<file path="config.mk">
export PLATFORM = sky130hd
export DESIGN_NAME = tdm_link_engine
export DESIGN_NICKNAME = d
export VERILOG_FILES = /design/src/rtl/tdm_link_pkg.sv /design/src/rtl/tdm_bit_timer.sv /design/src/rtl/tdm_frame_counter.sv /design/src/rtl/tdm_tx_serializer.sv /design/src/rtl/tdm_rx_deserializer.sv /design/src/rtl/tdm_link_engine.sv
export SDC_FILE = /design/constraint.sdc
export NUM_CORES = 1
export LEC_CHECK = 0
export ABC_CLOCK_PERIOD_IN_PS = 5820
export BUFFER_PORTS_ARGS = -buffer_cell sky130_fd_sc_hd__clkbuf_2
export CAP_MARGIN = 20
export CORE_AREA = 5 5 197 199
export CTS_BUF_LIST = sky130_fd_sc_hd__clkbuf_16
export DETAILED_ROUTE_END_ITERATION = 12
export DIE_AREA = 0 0 202 204
export PLACE_DENSITY_LB_ADDON = 0.25
export SETUP_SLACK_MARGIN = 0.5
export SYNTH_ARGS = -nofsm -noshare
export SYNTH_HDL_FRONTEND = slang
export SYNTH_HIERARCHICAL = 1
export SYNTH_SLANG_ARGS = --single-unit
</file>
<file path="constraint.sdc">
create_clock -name clk -period 5.82 [get_ports clk]
set_input_delay 0.873 -clock clk [delete_from_list [all_inputs] [get_ports clk]]
set_output_delay 0.873 -clock clk [all_outputs]
set_load 0.01 [all_outputs]
</file>
<file path="src/rtl/tdm_link_pkg.sv">
package tdm_link_pkg;

  // strobes raised on the system clock cycle whose edge moves the bit clock
  typedef struct packed {
    logic rise;
    logic fall;
  } sclk_evt_t;

  // index of the highest set bit in the low n bits, -1 when none are set
  function automatic int top_set_bit(input logic [63:0] m, input int n);
    int r;
    r = -1;
    for (int i = 0; i < n; i++) begin
      if (m[i]) r = i;
    end
    return r;
  endfunction

endpackage

</file>
<file path="src/rtl/tdm_bit_timer.sv">
module tdm_bit_timer
  import tdm_link_pkg::*;
#(
  parameter int HALF_PER = 2
) (
  input  logic      clk,
  input  logic      rst,
  output logic      sclk_q,
  output sclk_evt_t evt
);

  localparam int HW = (HALF_PER > 1) ? $clog2(HALF_PER) : 1;

  logic [HW-1:0] hcnt_q;
  logic          tick;

  assign tick = (hcnt_q == HW'(HALF_PER - 1));

  always_ff @(posedge clk) begin
    if (rst) begin
      hcnt_q <= '0;
      sclk_q <= 1'b0;
    end else if (tick) begin
      hcnt_q <= '0;
      sclk_q <= ~sclk_q;
    end else begin
      hcnt_q <= hcnt_q + 1'b1;
    end
  end

  assign evt.rise = tick & ~sclk_q;
  assign evt.fall = tick &  sclk_q;

endmodule

</file>
<file path="src/rtl/tdm_frame_counter.sv">
module tdm_frame_counter #(
  parameter int SLOT_W    = 16,
  parameter int NUM_SLOTS = 16,
  localparam int SW = (NUM_SLOTS > 1) ? $clog2(NUM_SLOTS) : 1,
  localparam int BW = (SLOT_W > 1) ? $clog2(SLOT_W) : 1
) (
  input  logic          clk,
  input  logic          rst,
  input  logic          adv,
  output logic [SW-1:0] slot_q,
  output logic [BW-1:0] bit_q,
  output logic [SW-1:0] slot_n,
  output logic [BW-1:0] bit_n,
  output logic          fsync_q
);

  localparam logic [SW-1:0] LAST_SLOT = SW'(NUM_SLOTS - 1);
  localparam logic [BW-1:0] LAST_BIT  = BW'(SLOT_W - 1);

  always_comb begin
    if (bit_q == LAST_BIT) begin
      bit_n  = '0;
      slot_n = (slot_q == LAST_SLOT) ? '0 : slot_q + 1'b1;
    end else begin
      bit_n  = bit_q + 1'b1;
      slot_n = slot_q;
    end
  end

  // reset parks the counter two periods before slot 0, so the first
  // period after reset is the sync period
  always_ff @(posedge clk) begin
    if (rst) begin
      slot_q  <= LAST_SLOT;
      bit_q   <= BW'(SLOT_W - 2);
      fsync_q <= 1'b0;
    end else if (adv) begin
      slot_q  <= slot_n;
      bit_q   <= bit_n;
      fsync_q <= (slot_n == LAST_SLOT) && (bit_n == LAST_BIT);
    end
  end

endmodule

</file>
<file path="src/rtl/tdm_tx_serializer.sv">
module tdm_tx_serializer #(
  parameter int SLOT_W    = 16,
  parameter int NUM_SLOTS = 16,
  parameter logic [NUM_SLOTS-1:0] TX_MASK = 'h7F,
  localparam int SW = (NUM_SLOTS > 1) ? $clog2(NUM_SLOTS) : 1,
  localparam int BW = (SLOT_W > 1) ? $clog2(SLOT_W) : 1
) (
  input  logic                        clk,
  input  logic                        rst,
  input  logic                        adv,
  input  logic [SW-1:0]               slot_n,
  input  logic [BW-1:0]               bit_n,
  input  logic [SLOT_W*NUM_SLOTS-1:0] bank_i,
  output logic                        sdata_q
);

  logic [SLOT_W-1:0] shadow [NUM_SLOTS];
  logic              start;
  logic [SLOT_W-1:0] fresh_word;
  logic [SLOT_W-1:0] held_word;
  logic [SLOT_W-1:0] pick_word;
  logic              next_bit;

  assign start = adv && (slot_n == '0) && (bit_n == '0);

  // only enabled slots get storage; idle slots read as zero
  for (genvar g = 0; g < NUM_SLOTS; g++) begin : g_slot
    if (TX_MASK[g]) begin : g_on
      logic [SLOT_W-1:0] hold_q;
      always_ff @(posedge clk) begin
        if (rst)        hold_q <= '0;
        else if (start) hold_q <= bank_i[g*SLOT_W +: SLOT_W];
      end
      assign shadow[g] = hold_q;
    end else begin : g_off
      assign shadow[g] = '0;
    end
  end

  // slot 0 is fetched straight from the bank on the latch edge itself
  assign fresh_word = bank_i[int'(slot_n)*SLOT_W +: SLOT_W];
  assign held_word  = shadow[slot_n];
  assign pick_word  = start ? fresh_word : held_word;
  assign next_bit   = pick_word[BW'(SLOT_W - 1) - bit_n] & TX_MASK[slot_n];

  always_ff @(posedge clk) begin
    if (rst)      sdata_q <= 1'b0;
    else if (adv) sdata_q <= next_bit;
  end

endmodule

</file>
<file path="src/rtl/tdm_rx_deserializer.sv">
module tdm_rx_deserializer
  import tdm_link_pkg::*;
#(
  parameter int SLOT_W    = 16,
  parameter int NUM_SLOTS = 16,
  parameter logic [NUM_SLOTS-1:0] RX_MASK = 'h1F,
  localparam int SW = (NUM_SLOTS > 1) ? $clog2(NUM_SLOTS) : 1,
  localparam int BW = (SLOT_W > 1) ? $clog2(SLOT_W) : 1
) (
  input  logic                        clk,
  input  logic                        rst,
  input  logic                        smp,
  input  logic [SW-1:0]               slot_q,
  input  logic [BW-1:0]               bit_q,
  input  logic                        sdata_i,
  output logic [SLOT_W*NUM_SLOTS-1:0] bank_o,
  output logic                        done_q
);

  localparam int LAST_RX  = top_set_bit(64'(RX_MASK), NUM_SLOTS);
  localparam bit HAS_RX   = (LAST_RX >= 0);
  localparam int LAST_IDX = HAS_RX ? LAST_RX : 0;

  logic [SLOT_W-1:0] sh_q;
  logic [SLOT_W-1:0] sh_n;
  logic              word_end;

  assign sh_n     = {sh_q[SLOT_W-2:0], sdata_i};
  assign word_end = smp && (bit_q == BW'(SLOT_W - 1));

  always_ff @(posedge clk) begin
    if (rst)      sh_q <= '0;
    else if (smp) sh_q <= sh_n;
  end

  for (genvar g = 0; g < NUM_SLOTS; g++) begin : g_slot
    if (RX_MASK[g]) begin : g_on
      logic [SLOT_W-1:0] word_q;
      always_ff @(posedge clk) begin
        if (rst)                                 word_q <= '0;
        else if (word_end && slot_q == SW'(g))   word_q <= sh_n;
      end
      assign bank_o[g*SLOT_W +: SLOT_W] = word_q;
    end else begin : g_off
      assign bank_o[g*SLOT_W +: SLOT_W] = '0;
    end
  end

  always_ff @(posedge clk) begin
    if (rst) done_q <= 1'b0;
    else     done_q <= HAS_RX && word_end && (slot_q == SW'(LAST_IDX));
  end

endmodule

</file>
<file path="src/rtl/tdm_link_engine.sv">
module tdm_link_engine
  import tdm_link_pkg::*;
#(
  parameter int SLOT_W    = 16,
  parameter int NUM_SLOTS = 16,
  parameter int HALF_PER  = 2,
  parameter logic [NUM_SLOTS-1:0] TX_MASK = 'h7F,
  parameter logic [NUM_SLOTS-1:0] RX_MASK = 'h1F
) (
  input  logic                        clk,
  input  logic                        rst,
  input  logic [SLOT_W*NUM_SLOTS-1:0] tx_bank_i,
  output logic [SLOT_W*NUM_SLOTS-1:0] rx_bank_o,
  output logic                        sclk_o,
  output logic                        fsync_o,
  output logic                        sdata_o,
  input  logic                        sdata_i,
  output logic                        frame_done_o
);

  localparam int SW = (NUM_SLOTS > 1) ? $clog2(NUM_SLOTS) : 1;
  localparam int BW = (SLOT_W > 1) ? $clog2(SLOT_W) : 1;

  sclk_evt_t     evt;
  logic [SW-1:0] slot_q, slot_n;
  logic [BW-1:0] bit_q, bit_n;

  tdm_bit_timer #(.HALF_PER(HALF_PER)) timer_i (
    .clk    (clk),
    .rst    (rst),
    .sclk_q (sclk_o),
    .evt    (evt)
  );

  tdm_frame_counter #(.SLOT_W(SLOT_W), .NUM_SLOTS(NUM_SLOTS)) frame_i (
    .clk     (clk),
    .rst     (rst),
    .adv     (evt.rise),
    .slot_q  (slot_q),
    .bit_q   (bit_q),
    .slot_n  (slot_n),
    .bit_n   (bit_n),
    .fsync_q (fsync_o)
  );

  tdm_tx_serializer #(.SLOT_W(SLOT_W), .NUM_SLOTS(NUM_SLOTS), .TX_MASK(TX_MASK)) tx_i (
    .clk     (clk),
    .rst     (rst),
    .adv     (evt.rise),
    .slot_n  (slot_n),
    .bit_n   (bit_n),
    .bank_i  (tx_bank_i),
    .sdata_q (sdata_o)
  );

  tdm_rx_deserializer #(.SLOT_W(SLOT_W), .NUM_SLOTS(NUM_SLOTS), .RX_MASK(RX_MASK)) rx_i (
    .clk     (clk),
    .rst     (rst),
    .smp     (evt.fall),
    .slot_q  (slot_q),
    .bit_q   (bit_q),
    .sdata_i (sdata_i),
    .bank_o  (rx_bank_o),
    .done_q  (frame_done_o)
  );

endmodule

</file>
== Yosys cells after proc, flatten, opt, wreduce, memory -nomap -nowiden ==
Memories as Yosys holds them, arrays and structs flattened.
Cells that the tools add are included.

* Bits in registers: 220
* ROM bits: 16
* Input bits: 259
* Output and inout bits: 260
* Word-level logic and storage cells: 65
* Memories: 1

* Add/subtract/negate cells: 4
* Magnitude comparators: 3
* Equality and inequality tests: 8
* Shift-type cells: 1
* Multiplexer cells: 10
* Bitwise operators: 5
* Reduce and logical (&&, ||, !) cells: 13

{| class="wikitable"
|+ Memories
! name !! depth !! width !! read ports !! clocked after Yosys merged registers in !! write ports !! RTL line !! RTL
|-
| (name not given) || 16 || 1 || 1 || 0 || 0 || tdm_tx_serializer.sv:44 || <nowiki>assign next_bit = pick_word[BW'(SLOT_W - 1) - bit_n] & TX_MASK[slot_n];</nowiki>
|}

{| class="wikitable"
|+ Operators with widths
! operator !! count
|-
| variable part select 256 x 9 -> 16 bit || 1
|-
| binary-select mux 16 bit (select 4 bit) || 1
|-
| 2-to-1 mux 16 bit || 3
|-
| equality test 4 bit (second input constant) || 4
|-
| logical NOT 4 bit || 3
|-
| 2-to-1 mux 4 bit || 3
|-
| less-than comparator 4 x 5 -> 1 bit (second input constant) || 2
|-
| logical AND 1 bit || 9
|-
| adder 4 x 1 -> 4 bit (second input constant) || 2
|-
| equality test 4 x 2 -> 1 bit (second input constant) || 2
|-
| greater-or-equal comparator 5 bit (second input constant) || 1
|-
| NOT 4 -> 5 bit || 1
|-
| binary-select mux 1 bit (select 4 bit) || 1
|-
| equality test 4 x 1 -> 1 bit (second input constant) || 1
|-
| equality test 4 x 3 -> 1 bit (second input constant) || 1
|-
| subtractor 4 bit (first input constant) || 1
|-
| AND 1 bit || 3
|-
| 2-to-1 mux 1 bit || 2
|-
| OR reduction 2 bit || 1
|-
| adder 1 bit (second input constant) || 1
|-
| NOT 1 bit || 1
|}

== Logic depth before layout (Yosys ltp) ==
Gate-level depths: netlist of run 1.

* Word-level depth: 11
* Gate-level depth with buffers: 14
* Mapped depth without buffers: 10

== Modules after synthesis ==
The synthesis of run 1 kept the hierarchy.

{| class="wikitable"
|+ By module, submodules not included
! module !! times used !! cells each !! area an instance (µm²) !! sequential area each (µm²)
|-
| tdm_rx_deserializer || 1 || 517 || 5,123.7 || 1,921.8
|-
| tdm_tx_serializer || 1 || 618 || 5,071.1 || 2,262.2
|-
| tdm_frame_counter || 1 || 66 || 560.5 || 180.2
|-
| tdm_bit_timer || 1 || 7 || 70.1 || 40.0
|}

== Worst setup path before layout of run 1 ==
No wires, ideal clock.

* Path kind: reg2reg
* Start point: register frame_i.bit_q[0]
* End point: register tx_i.sdata_q
* Setup time: 0.130 ns
* Data arrival time: 2.573 ns
* Data required time: 5.690 ns
* Setup slack: 3.117 ns
* Cell stages (with the launch flop): 12
* Path buffers: 2
* Path through: dfxtp_1 > ha_1 > nand3_1 > a311oi_1 > a21o_1 > clkbuf_8 > buf_2 > mux4_2 > o211ai_1 > nand3_1 > a211oi_2 > o221ai_2

* Word-level cells in the longest chain between the ends: 10
* Elaborated cells between the ends (all ways): 20

{| class="wikitable"
|+ Ends and longest elaborated chain
! element !! RTL line !! RTL
|-
| start: declaration || tdm_frame_counter.sv:11 || <nowiki>output logic [BW-1:0] bit_q,</nowiki>
|-
| start signal: assignment || tdm_frame_counter.sv:35 || <nowiki>bit_q <= BW'(SLOT_W - 2);</nowiki>
|-
| start signal: assignment || tdm_frame_counter.sv:39 || <nowiki>bit_q <= bit_n;</nowiki>
|-
| equality test 4 bit * || tdm_frame_counter.sv:21 || <nowiki>if (bit_q == LAST_BIT) begin</nowiki>
|-
| 2-to-1 mux 4 bit * || tdm_frame_counter.sv:21 ||
|-
| named net slot_n[0] || tdm_link_engine.sv:25 || <nowiki>logic [SW-1:0] slot_q, slot_n;</nowiki>
|-
| branches (longest 7 deep; another with variable part select 256 x 9 -> 16 bit) || -- ||
|-
| AND 1 bit * || tdm_tx_serializer.sv:44 ||
|-
| end signal: assignment || tdm_tx_serializer.sv:48 || <nowiki>else if (adv) sdata_q <= next_bit;</nowiki>
|-
| end: declaration || tdm_tx_serializer.sv:14 || <nowiki>output logic sdata_q</nowiki>
|}

Mark *: on every way through the listed nets, which the timed path passes. The select of a mux whose other input is x is not followed.
A chain may end at the register's enable or synchronous reset.

== Worst setup path in the final report of run 1 ==
* Start point: register frame_i.bit_q[0]
* End point: register tx_i.g_slot[1].g_on.hold_q[8]

* Word-level cells in the longest chain between the ends: 5
* Elaborated cells between the ends (all ways): 8

{| class="wikitable"
|+ Ends and longest elaborated chain
! element !! RTL line !! RTL
|-
| equality test 4 bit || tdm_frame_counter.sv:21 ||
|-
| 2-to-1 mux 4 bit || tdm_frame_counter.sv:21 ||
|-
| named net slot_n[0] || tdm_link_engine.sv:25 ||
|-
| logical NOT 4 bit || tdm_tx_serializer.sv:24 || <nowiki>assign start = adv && (slot_n == '0) && (bit_n == '0);</nowiki>
|-
| logical AND 1 bit (2 in a row) || tdm_tx_serializer.sv:24 ||
|-
| end signal: assignment || tdm_tx_serializer.sv:32 || <nowiki>else if (start) hold_q <= bank_i[g*SLOT_W +: SLOT_W];</nowiki>
|-
| end: declaration || tdm_tx_serializer.sv:29 || <nowiki>logic [SLOT_W-1:0] hold_q;</nowiki>
|}

The timed path passes the listed nets, and every way through them passes these cells.

==> results of run 1 <==
==> critical path: stages (launching register included) <==
cell and delay [ps]:
dfxtp_1 500, ha_1 340, nand3_1 190, a311oi_1 300, a21o_1 120, buf_4 370
or2_1 260, nor2_1 140, nand2_4 630, buf_4 480, nand2_1 110, a21oi_1 140
==> kinds of logic (layout without fill, tap and decap cells) <==
family,after synthesis,count (layout),synth area share [%]
compound gates,167,167,9.08
xor+xnor,5,5,0.405
fa+ha+maj,3,3,0.347
buf+inv,260,267,17.0
flops,220,220,40.7
mux,138,138,14.1
other cells,1,177,0.0346
simple gates,414,414,18.4
==> synthesized netlist by cell type (5+ instances only) <==
library cell | number | area [um^2]
o2bb2ai_1 | 11 | 96.3
a21oi_1 | 118 | 591
nand2b_1 | 102 | 638
nand3b_1 | 5 | 37.5
mux2i_1 | 126 | 1260
nor2_1 | 28 | 105
clkbuf_1 | 31 | 116
nand3_1 | 7 | 35.0
nand2_1 | 235 | 882
nor2b_1 | 7 | 43.8
mux4_2 | 10 | 225
dfxtp_1 | 220 | 4400
buf_2 | 18 | 90.1
buf_4 | 187 | 1400
inv_1 | 8 | 30.0
buf_6 | 9 | 101
o211ai_1 | 6 | 45.0
==> worst min path at each step <==
stage / from / end / cells after the start
2_1_floorplan: timer_i/hcnt_q$_SDFF_PP0_ / timer_i/hcnt_q$_SDFF_PP0_ / 1
3_3_place_gp: timer_i/hcnt_q$_SDFF_PP0_ / timer_i/hcnt_q$_SDFF_PP0_ / 1
3_5_place_dp: tx_i/g_slot[3].g_on.hold_q[0]$_SDFFE_PP0N_ / tx_i/g_slot[3].g_on.hold_q[0]$_SDFFE_PP0N_ / 2
4_1_cts: tx_i/g_slot[3].g_on.hold_q[0]$_SDFFE_PP0N_ / tx_i/g_slot[3].g_on.hold_q[0]$_SDFFE_PP0N_ / 2
5_1_grt: tx_i/g_slot[6].g_on.hold_q[15]$_SDFFE_PP0N_ / tx_i/g_slot[6].g_on.hold_q[15]$_SDFFE_PP0N_ / 2
6_report: tx_i/g_slot[3].g_on.hold_q[0]$_SDFFE_PP0N_ / tx_i/g_slot[3].g_on.hold_q[0]$_SDFFE_PP0N_ / 2
==> per-layer routing <==
layer	vias to the layer above	part of all wire [%]	wire length, um
li1	4002	-	-
met3	29	7.2	2050
met1	3641	48	13900
met5	-	0.024	7
met4	2	1.4	395
met2	250	43	12300
==> layout make-up <==
cell class / count / area share, %
Multi-Input combinational cell: 903 / 42.7
Sequential cell: 220 / 35.8
Timing Repair Buffer: 212 / 9.44
Clock buffer: 27 / 5.49
Tap cell: 474 / 4.82
Clock inverter: 20 / 1.56
Inverter: 8 / 0.244
Antenna cell: 1 / 0.0203
==> layout by cell type (no fill, tap or decap), types with 11 or more instances in the layout <==
| cell type | netlist | layout |
|---|---|---|
| mux2i_1 | 126 | 126 |
| clkbuf_16 | 0 | 27 |
| o2bb2ai_1 | 11 | 11 |
| nand2_1 | 235 | 233 |
| nand2b_1 | 102 | 102 |
| conb_1 | 1 | 176 |
| buf_4 | 187 | 11 |
| clkbuf_2 | 0 | 197 |
| nor2_1 | 28 | 28 |
| dfxtp_1 | 220 | 220 |
| a21oi_1 | 118 | 118 |
==> flip-flops by register name (all words and copies together), names as in the netlist <==
| register | count |
|---|---|
| frame_i/bit_q | 4 |
| frame_i/fsync_q | 1 |
| frame_i/slot_q | 4 |
| rx_i/done_q | 1 |
| rx_i/g_slot.g_on.word_q | 80 |
| rx_i/sh_q | 15 |
| timer_i/hcnt_q | 1 |
| timer_i/sclk_q | 1 |
| tx_i/g_slot.g_on.hold_q | 112 |
| tx_i/sdata_q | 1 |
==> report_power, final <==
group | internal, mW | switching (mW)
Clock | 1.01 | 0.637
Sequential | 1.51 | 0.0131
Combinational | 0.114 | 0.213
Total | 2.64 | 0.863
==> per-stage QoR <==
stage	setup WS, ps	instance area (um^2)	instances
detailed placement	2110	11400	1815
global placement	2120	11400	1814
CTS	2090	12300	1862
global route	1680	12300	1864
floorplan	3120	11500	1383
finish	2090	12300	1865
==> flow_summary.ini, run 1 <==
[cts]
clk_pin_slew_ps = 60
clock-sinks = 220
clock_path_buffers = 3
post_cts_resize_count = 0
cts_buffers = 26
cts_tree = built
cts_hold_buf = 0
clk_latency_ps = 530
postCtsSetupBuffers = 0
htreeDepth = 1
clockRootBuffer = clkbuf_16

[cells_and_area]
drive_above_1_share_pct = 19.5
multi_input_area_um2 = 5260
fin_util_pct = 33.2
fin_nets = 1633
area_growth_pct = 13.8
final-seq-area_um2 = 4400
n_fill_cell = 3959

[power_and_ir_drop]
leakagePower_nw = 5.45
max-vdd-ir-drop_mv = 0.194
power_density_nw_per_um2 = 284
total_power_mw = 3.50

[global_route]
grt_pass1_wl_um = 44000
grt_busiest_layer = met2
met1_usage_pct = 19.0
grt_use_met2_pct = 19.5
grt_max_degree = 126
met3_usage_pct = 3.41
grt_pass1_vias = 7821
antenna_found_initial = 2
grt-ovfl-total = 0
grt.total_usage_pct = 13.0

[timing]
slew_viol_final = 0
min_period_ps = 3730
tightest_slew_ps = 1060
period_share_pct = 64.1
relSlewSlack_pct = 29.3
hold_violations = 0
timing.hold.ws_ps = 453
fmax_ghz = 0.268
fin_skew_ps = 19.7
setup_viol = 0
tns_ps = 0
grt_setup_unrepaired = no

[critical_path]
crit_end = tx_i/g_slot[1].g_on.hold_q[8]$_SDFFE_PP0N_
crit_path_end_kind = flop
reg2reg_to = tx_i/g_slot[1].g_on.hold_q[8]$_SDFFE_PP0N_
crit_required_ps = 6270
start_kind = flop
r2r_cells = 11
critical_path_class = reg2reg
worstReg2RegStart = frame_i/bit_q[0]$_SDFFE_PP0P_
path_max_fanout = 79
cp.arrival_ps = 4180
critPathLaunch = frame_i/bit_q[0]$_SDFFE_PP0P_
rrSetupSlack_ps = 2090

[die]
die_w_um = 202
core-area_um2 = 37000
dieArea_um2 = 41200
ios = 519
die_h_um = 204
start_util_pct = 29.2
rows = 71

[detailed_routing]
postRouteWirelength_um = 28600
final_antenna_net_count = 0
vias = 7924
drc = 0
via_per_inst = 4.25
wire_per_inst_um = 15.3
drtIter0Drc = 417
drt-pass1-iter-count = 4

[synth]
synth_cell_types = 64
syn-mean-instance-area_um2 = 8.96
ys_seq_area_share_pct = 40.7
async_flop_share_pct = 0
yosysWarnings = 6
synth_seq_cells = 220
synth_edf_count = 0
synthesis.area_um2 = 10800
ys.flop_type = dfxtp_1
synth_cells = 1208

[status]
run_status = complete, no violations

[placed_design]
dp_hpwl_um = 20200
gp_congestion = 0.757
port_buffers = 198

[hold_path]
hold_class = reg2reg

[job]
maxCapViolCount = 0
(Power assumes the default switching activity.)
==> run 2: changes to the inputs <==
- ABC_CLOCK_PERIOD_IN_PS: 5820 -> 3310
- CORE_AREA: 5 5 197 199 -> 5 5 198 200
- DIE_AREA: 0 0 202 204 -> 0 0 203 205
- clock period: 5.82 -> 3.31 ns (I/O delays scaled with it)
==> run 2 against run 1 <==
Effect of this change:
- sequential share of layout area down 0.69 points
- combinational power up 110%
- count of clock-buffer cells in the layout down 2
- fmax up 39%
- cell count up 1.3%
- setup slack worse by 1500 ps
- wire length up 1.9%
- first-iteration DRC count up 13%
- power up 73%
- largest cell class unchanged
- highest routed layer unchanged
==> flow_summary.ini, run 2 (synthesis gave the netlist of run 1 again) <==
[status]
run_status = complete, no violations

[cts]
cts_tree = built
htreeDepth = 1
clockRootBuffer = clkbuf_16
clk_latency_ps = 520
clk_pin_slew_ps = 60
cts_buffers = 25
clock_path_buffers = 3
clock-sinks = 220
cts_hold_buf = 0

[critical_path]
critical_path_class = reg2reg
start_kind = flop
crit_required_ps = 3710
path_max_fanout = 9
crit_path_end_kind = flop
cp.arrival_ps = 3070

[placed_design]
pre_cts_slack_ps = 168
dp_hpwl_um = 21300
gp_congestion = 0.762
port_buffers = 198
dpl.cell_count = 1837

[power_and_ir_drop]
swShare_pct = 25.0
power_density_nw_per_um2 = 481
p_int_mw = 4.53
seq_power_share_pct = 44.2
clkPwrFrac_pct = 44.4
leakagePower_nw = 5.61
p_comb_share_pct = 11.4
max-vdd-ir-drop_mv = 0.321
p_sw_mw = 1.51

[timing]
grt_setup_unrepaired = no
fmax_ghz = 0.374
timing.hold.ws_ps = 199
tns_ps = 0
relSlewSlack_pct = 31.8
tightest_slew_ps = 1020
hold_violations = 0
slew_viol_final = 0
fin_skew_ps = 16.4
period_share_pct = 80.8
min_period_ps = 2670
fin_ws_ps = 636
setup_viol = 0

[cells_and_area]
final_common_cell = nand2_1
fin_util_pct = 33.8
largest_register_ffs = 112
diodes = 0
fin_nets = 1662
area_growth_pct = 16.1
mostFrequentLayoutCells = nand2_1 (233), dfxtp_1 (218), clkbuf_2 (197)
n_fill_cell = 3936
fin_cells = 1890
top_register = tx_i/g_slot.g_on.hold_q
drive_above_1_share_pct = 21.8
largestRegisters = tx_i/g_slot.g_on.hold_q (112), rx_i/g_slot.g_on.word_q (80), rx_i/sh_q (15)

[global_route]
grt-ovfl-total = 0
grt_max_degree = 126
antenna_found_initial = 1
grt_pass1_wl_um = 43400
grt.total_usage_pct = 12.8
grt_pass1_vias = 7625

[detailed_routing]
final_antenna_net_count = 0
drc = 0
postRouteWirelength_um = 29100
drt-pass1-iter-count = 5
drtIter0Drc = 473
wire_per_inst_um = 15.4
via_per_inst = 4.28
vias = 8095

[die]
rows = 71
core-area_um2 = 37200
die_w_um = 203
die_h_um = 205
dieArea_um2 = 41600
start_util_pct = 29.1
ios = 519

[job]
maxCapViolCount = 0

[hold_path]
hold_class = in2reg
==> run 2: changes by cell type in the layout (fill, tap and decap cells not counted), sizes merged <==
cell,delta
buf,+29
bufinv,-1
inv,+4
clkbuf,-1
clkinvlp,-1
diode,-1
clkinv,-4
==> run 2: what timing repair did <==
item / in CTS / in global routing
setup buffers: 0 / 9
gates resized for setup: 5 / 12
cloned: 0 / 1
pin swaps: 1 / 3
endpoints found under the setup margin: 113 / 104
==> run 2: power by group through the flow <==
stage          logic, mW  clock network [mW]  registers [mW]
6_report           0.689                2.68            2.67
5_1_grt            0.747                2.87            2.67
4_1_cts            0.640                2.77            2.67
3_5_place_dp       0.634                   0            2.73
3_3_place_gp       0.636                   0            2.73
2_1_floorplan      0.596                   0            2.74
==> run 2: path summary, 6_finish.rpt <==
path	slack [ps]	cells past startpoint	startpoint	to
max reg2reg	640	10	frame_i/bit_q[1]$_SDFFE_PP1P_	tx_i/sdata_q$_SDFFE_PP0P_
max	640	10	frame_i/bit_q[1]$_SDFFE_PP1P_	tx_i/sdata_q$_SDFFE_PP0P_
min reg2reg	450	2	tx_i/g_slot[1].g_on.hold_q[2]$_SDFFE_PP0N_	tx_i/g_slot[1].g_on.hold_q[2]$_SDFFE_PP0N_
min	200	3	tx_bank_i[57]	tx_i/g_slot[3].g_on.hold_q[9]$_SDFFE_PP0N_
==> run 2: metal layers <==
layer | vias up | share of wire [%] | GRT usage (%)
met4 | 2 | 2.1 | 2.67
met5 | - | 0.045 | 0
met2 | 283 | 43 | 18.9
li1 | 4051 | - | -
met1 | 3722 | 48 | 19.1
met3 | 37 | 7.0 | 3.04
==> run 2: through the flow <==
step                      power (mW)  area (um^2)
final                           6.05        12600
after floorplan                 3.33        11500
after global routing            6.29        12600
after detailed placement        3.37        11600
after global placement          3.37        11600
after CTS                       6.08        12400
==> run 2: critical path: stages, from the launching register on <==
cell and delay [ps]:
dfxtp_4 390, ha_2 220, nand3_2 150, a311oi_2 310, a21o_4 210, buf_12 150
mux4_2 320, mux2_2 280, a211oi_1 240, a2111o_1 190, o221ai_2 90
==> run 2: area by class of cell <==
cell class | count | area, um^2 | share of cell area, %
tap | 474 | 593 | 4.72
timing repair buffer | 242 | 1460 | 11.6
multi-input combinational | 903 | 5300 | 42.2
clock buffer | 25 | 626 | 4.98
clock inverter | 18 | 156 | 1.24
sequential | 220 | 4410 | 35.1
inverter | 8 | 30.0 | 0.239
